--- src/rtl/gfx_host_if.sv ---
module gfx_host_if #(
  parameter int AW = 22
) (
  input  logic          clk,
  input  logic          rst_n,
  input  logic [AW-1:0] hst_addr,
  input  logic [31:0]   hst_wdata,
  input  logic          hst_rd,
  input  logic          hst_wr,
  input  logic [1:0]    hst_bmode,
  output logic [31:0]   hst_rdata,
  output logic          hst_ready,
  output logic          fb_req,
  output logic          fb_we,
  output logic [AW-2:0] fb_addr,
  output logic [31:0]   fb_wdata,
  output logic [3:0]    fb_be,
  input  logic [31:0]   fb_rdata,
  output logic          eng_valid,
  output logic [2:0]    eng_cmd,
  output logic [31:0]   eng_data,
  input  logic          eng_ready,
  input  logic          eng_done,
  output logic          irq
);
  localparam logic [3:0] IX_STAT = 4'd0, IX_IEN = 4'd1, IX_CFG = 4'd2,
                         IX_FILL = 4'd4, IX_COPY = 4'd5, IX_PIX1 = 4'd6, IX_PIX8 = 4'd7;

  logic busy, rej, ipend, ien, swp;
  logic [31:0] wd_sw, rd_sw, host_w, mem_r;
  logic [3:0]  lanes;

  wire       upper  = hst_addr[AW-1];
  wire [3:0] idx    = hst_addr[5:2];
  wire       rd     = hst_rd & ~hst_wr;
  wire       lo_rd  = rd & ~upper;
  wire       lo_wr  = hst_wr & ~upper;
  wire       launch = lo_rd & (idx == IX_FILL || idx == IX_COPY);
  wire       pixw   = lo_wr & (idx == IX_PIX1 || idx == IX_PIX8);
  wire       cfgw   = lo_wr & (idx == IX_CFG);
  wire       acc    = (hst_rd | hst_wr) & hst_ready;

  for (genvar i = 0; i < 4; i++) begin : g_swap
    assign wd_sw[8*i +: 8] = hst_wdata[8*(3-i) +: 8];
    assign rd_sw[8*i +: 8] = fb_rdata[8*(3-i) +: 8];
  end
  assign host_w = swp ? wd_sw : hst_wdata;
  assign mem_r  = swp ? rd_sw : fb_rdata;

  always_comb begin
    case ({hst_bmode, hst_addr[1:0]})
      4'd0:  lanes = 4'b0001;
      4'd1:  lanes = 4'b0010;
      4'd2:  lanes = 4'b0100;
      4'd3:  lanes = 4'b1000;
      4'd4:  lanes = 4'b0011;
      4'd5:  lanes = 4'b1100;
      4'd6:  lanes = 4'b1111;
      4'd7:  lanes = 4'b0111;
      4'd8:  lanes = 4'b1110;
      4'd9:  lanes = 4'b1101;
      4'd10: lanes = 4'b1011;
      4'd11: lanes = 4'b0110;
      4'd12: lanes = 4'b0101;
      4'd13: lanes = 4'b1010;
      4'd14: lanes = 4'b1001;
      default: lanes = 4'b1111;
    endcase
  end

  assign fb_req   = upper & (hst_rd | hst_wr);
  assign fb_we    = upper & hst_wr;
  assign fb_addr  = hst_addr[AW-2:0];
  assign fb_wdata = host_w;
  assign fb_be    = fb_we ? lanes : 4'b0000;

  assign eng_valid = (launch & ~busy) | pixw;
  assign eng_data  = pixw ? host_w : 32'd0;
  always_comb begin
    eng_cmd = 3'd0;
    if (eng_valid)
      case (idx)
        IX_FILL: eng_cmd = 3'd1;
        IX_COPY: eng_cmd = 3'd2;
        IX_PIX1: eng_cmd = 3'd3;
        default: eng_cmd = 3'd4;
      endcase
  end

  assign hst_ready = upper           ? 1'b1 :
                     (launch & ~busy) ? eng_ready :
                     pixw            ? eng_ready :
                     cfgw            ? ~busy : 1'b1;

  always_comb begin
    if (upper) hst_rdata = mem_r;
    else
      case (idx)
        IX_STAT: hst_rdata = {29'd0, ipend, rej, busy};
        IX_IEN:  hst_rdata = {31'd0, ien};
        IX_CFG:  hst_rdata = {31'd0, swp};
        default: hst_rdata = 32'd0;
      endcase
  end

  always_ff @(posedge clk) begin
    if (!rst_n) begin
      busy <= 1'b0; rej <= 1'b0; ipend <= 1'b0; ien <= 1'b0; swp <= 1'b0;
    end else begin
      if (eng_done) busy <= 1'b0;
      if (acc && launch) begin
        if (busy) rej <= 1'b1;
        else begin busy <= 1'b1; rej <= 1'b0; end
      end
      if (acc && lo_wr && idx == IX_IEN) ien <= hst_wdata[0];
      if (acc && cfgw) swp <= hst_wdata[0];
      if (acc && lo_wr && idx == IX_STAT && hst_wdata[2]) ipend <= 1'b0;
      if (eng_done && ien) ipend <= 1'b1;
    end
  end

  assign irq = ipend;
endmodule

--- config.mk ---
export PLATFORM = sky130hd
export DESIGN_NAME = gfx_host_if
export DESIGN_NICKNAME = d
export VERILOG_FILES = /design/src/rtl/gfx_host_if.sv
export SDC_FILE = /design/constraint.sdc
export NUM_CORES = 1
export LEC_CHECK = 0
export ABC_AREA = 0
export BUFFER_PORTS_ARGS = -buffer_cell sky130_fd_sc_hd__buf_2
export CELL_PAD_IN_SITES_DETAIL_PLACEMENT = 0
export CELL_PAD_IN_SITES_GLOBAL_PLACEMENT = 1
export CORE_ASPECT_RATIO = 1.5
export CORE_MARGIN = 10
export CORE_UTILIZATION = 23
export CTS_CLUSTER_DIAMETER = 100
export DETAILED_ROUTE_END_ITERATION = 6
export PLACE_DENSITY_LB_ADDON = 0.1
export SYNTH_ARGS = -nofsm -noshare
export SYNTH_HDL_FRONTEND = slang
export SYNTH_SLANG_ARGS = --single-unit
--- constraint.sdc ---
create_clock -name clk -period 3.7 [get_ports clk]
set_input_delay 0.37 -clock clk [delete_from_list [all_inputs] [get_ports clk]]
set_output_delay 0.37 -clock clk [all_outputs]
set_load 0.02 [all_outputs]
==> out/results.tsv <==
metric	value	unit
status	finished clean	
yosysTopAreaCellShare	0.201	
required	3.33	ns
setup_viol	0	
yosysWarnings	0	
power_density	174	mW/mm^2
hold_path.class	input port to flip-flop	
grt_pass1_wl	12.9	mm
first_global_vias	2494	
netSwitchingPower	193	uW
cts_resized	0	
drv_slew	0	
gp_congestion	0.766	
cellLeakagePower	1.50	nW
synth_cell_types	39	
rsz0062_at_grt	false	
clock_sinks	5	
critical_path_class	flip-flop to output pin	
yosysTopAreaCell	mux2_2	
core_area	0.00836	mm^2
area_delta_synth_final	46.9	%
drive_gt1_frac	0.595	
switching_share	0.386	
finish.net_count	501	
seq_area_frac_synth	0.0510	
synth_area_per_cell	8.14	um^2
most-common-layout-cells	192 x buf_2, 50 x nor2b_1, 35 x mux2_2, 31 x mux2i_1, 13 x and2b_1	
cts_buffers	3	
cts_max_level	1	
io_pins	223	
r2r_setup_slack	2.41	ns
first_pass_iters	4	
antenna_cells	0	
drt_wl_total	8.78	mm
async_flop_share	0	
cp_slowest_cell	dfxtp_4	
cts_root_buf	clkbuf_16	
portBuffers	192	
arrival	1.91	ns
track_usage	0.127	
vias_per_cell	4.57	
p_int	308	uW
cts_hold_buf	0	
critPathLaunchType	flip-flop	
vdd_drop_max	0.107	mV
hold_viol	0	
crit_family	flip-flops	
pwr-share-clk	0.356	
fp-row-count	41	
die-area	0.0127	mm^2
clk_latency	0.23	ns
dr_total_vias	2317	
synth_edf_count	0	
ys_top_cells_by_area	mux2_2 20%, nor2b_1 16%, mux2i_1 16%	
drv_cap	0	
worst_pin_slew	0.814	ns
antenna_found_initial	1	
period_needed	2.28	ns
yosys_register_bits	5	
die_y	133	um
synthFlopType	dfxtp_1	
fin_tns_setup	0	ns
fin_worst_skew	0.000341	ns
cts_setup_buffers	0	
critical_path.cell_chain	mux2_2 -> nand2_1 -> o221ai_1 -> buf_2	
cp-end-kind	output pin	
clockBufferDepth	2	
initialDrtViolationCount	45	
cp_num_buf_inv	1	
syn-cell-area	0.00196	mm^2
overflow	0	
final_util	0.345	
drcViolationCount	0	
hpwlAfterDp	7.59	mm
cpPeakStageDelay	0.87	ns
finalCritPeriodShare	0.616	
grt_max_degree	59	
syn_inst	241	
fmax	439	MHz
critPathMaxFanout	58	
start_util	0.235	
dieWidth	95.4	um
path_clk_slew	0.03	ns
synthesis.nets	341	
tritoncts	yes	
wl_per_cell	17.3	um
ant_nets	0	
max_slew_margin	0.457	
pwr-share-comb	0.532	
final_common_cell	buf_2	
seqPwrFrac	0.112	
## stage by stage
| step | cells | total power [mW] | setup slack [ns] | cell area (um^2) | hold WS [ns] |
|---|---|---|---|---|---|
| 6_report | 507 | 0.501 | 1.42 | 2880 | 0.435 |
| 3_3_place_gp | 503 | 0.327 | 1.50 | 2800 | 0.495 |
| 2_1_floorplan | 241 | 0.240 | 1.79 | 1960 | 0.454 |
| 5_1_grt | 507 | 0.533 | 1.32 | 2880 | 0.472 |
| 4_1_cts | 507 | 0.508 | 1.38 | 2880 | 0.447 |
| 3_5_place_dp | 503 | 0.327 | 1.50 | 2800 | 0.498 |
## worst register-to-register path, cell delays in order, from the launching register on
cell	delay (ns)
dfxtp_4	0.87
o311ai_2	0.23
o41ai_2	0.08
## cells by family after synthesis
logic type / Yosys count / synth area share
compound gates: 27 / 0.114
simple gates: 92 / 0.285
flops: 5 / 0.0510
mux: 66 / 0.359
xor+xnor: 1 / 0.00447
buf+inv: 44 / 0.148
fa+ha+maj: 6 / 0.0383
## sequential cells by signal, summed over array words and instances, names as in the netlist
register  count
ien           1
rej           1
swp           1
irq           1
busy          1
## synth_stat cells, drive strengths merged (2+ instances only)
library cell	n
a21oi	5
a32o	3
a21boi	2
nand3b	2
o31ai	2
and2b	13
nor3	3
mux2	35
nand4	3
dfxtp	5
o211ai	2
a211oi	3
nand2	11
a22o	2
nor2b	50
ha	6
mux2i	31
nor2	6
clkbuf	8
or4	2
buf	31
inv	5
## routing by layer
metal  up-vias  GRT usage  wire [um]
li1       1147          -          -
met1      1020      0.121       3030
met2       139      0.232       4400
met3         9     0.0613       1240
met4         2     0.0354        101
met5         -          0          7
## power by group through the flow
stage / Sequential [mW] / Clock [mW] / Combinational (mW)
finish: 0.0558 / 0.178 / 0.266
global route: 0.0560 / 0.186 / 0.292
CTS: 0.0559 / 0.181 / 0.272
detailed placement: 0.0567 / 0 / 0.271
global placement: 0.0566 / 0 / 0.270
floorplan: 0.0556 / 0 / 0.185
## cell type report
type | instances | area (um^2)
Sequential cell | 5 | 104
Tap cell | 107 | 134
Clock buffer | 4 | 78.8
Inverter | 5 | 18.8
Fill cell | 941 | 5480
Timing Repair Buffer | 194 | 976
Multi-Input combinational cell | 192 | 1570
## worst paths after layout
kind                                        from          endpoint  cells after the start
worst max-delay path            swp$_SDFFE_PN0P_      hst_rdata[0]                      4
worst max register to register  swp$_SDFFE_PN0P_  swp$_SDFFE_PN0P_                      2
worst min register to register  ien$_SDFFE_PN0P_  irq$_SDFFE_PN0P_                      2
worst min-delay path                    eng_done  irq$_SDFFE_PN0P_                      3
Power figures use the tool's default switching activity.
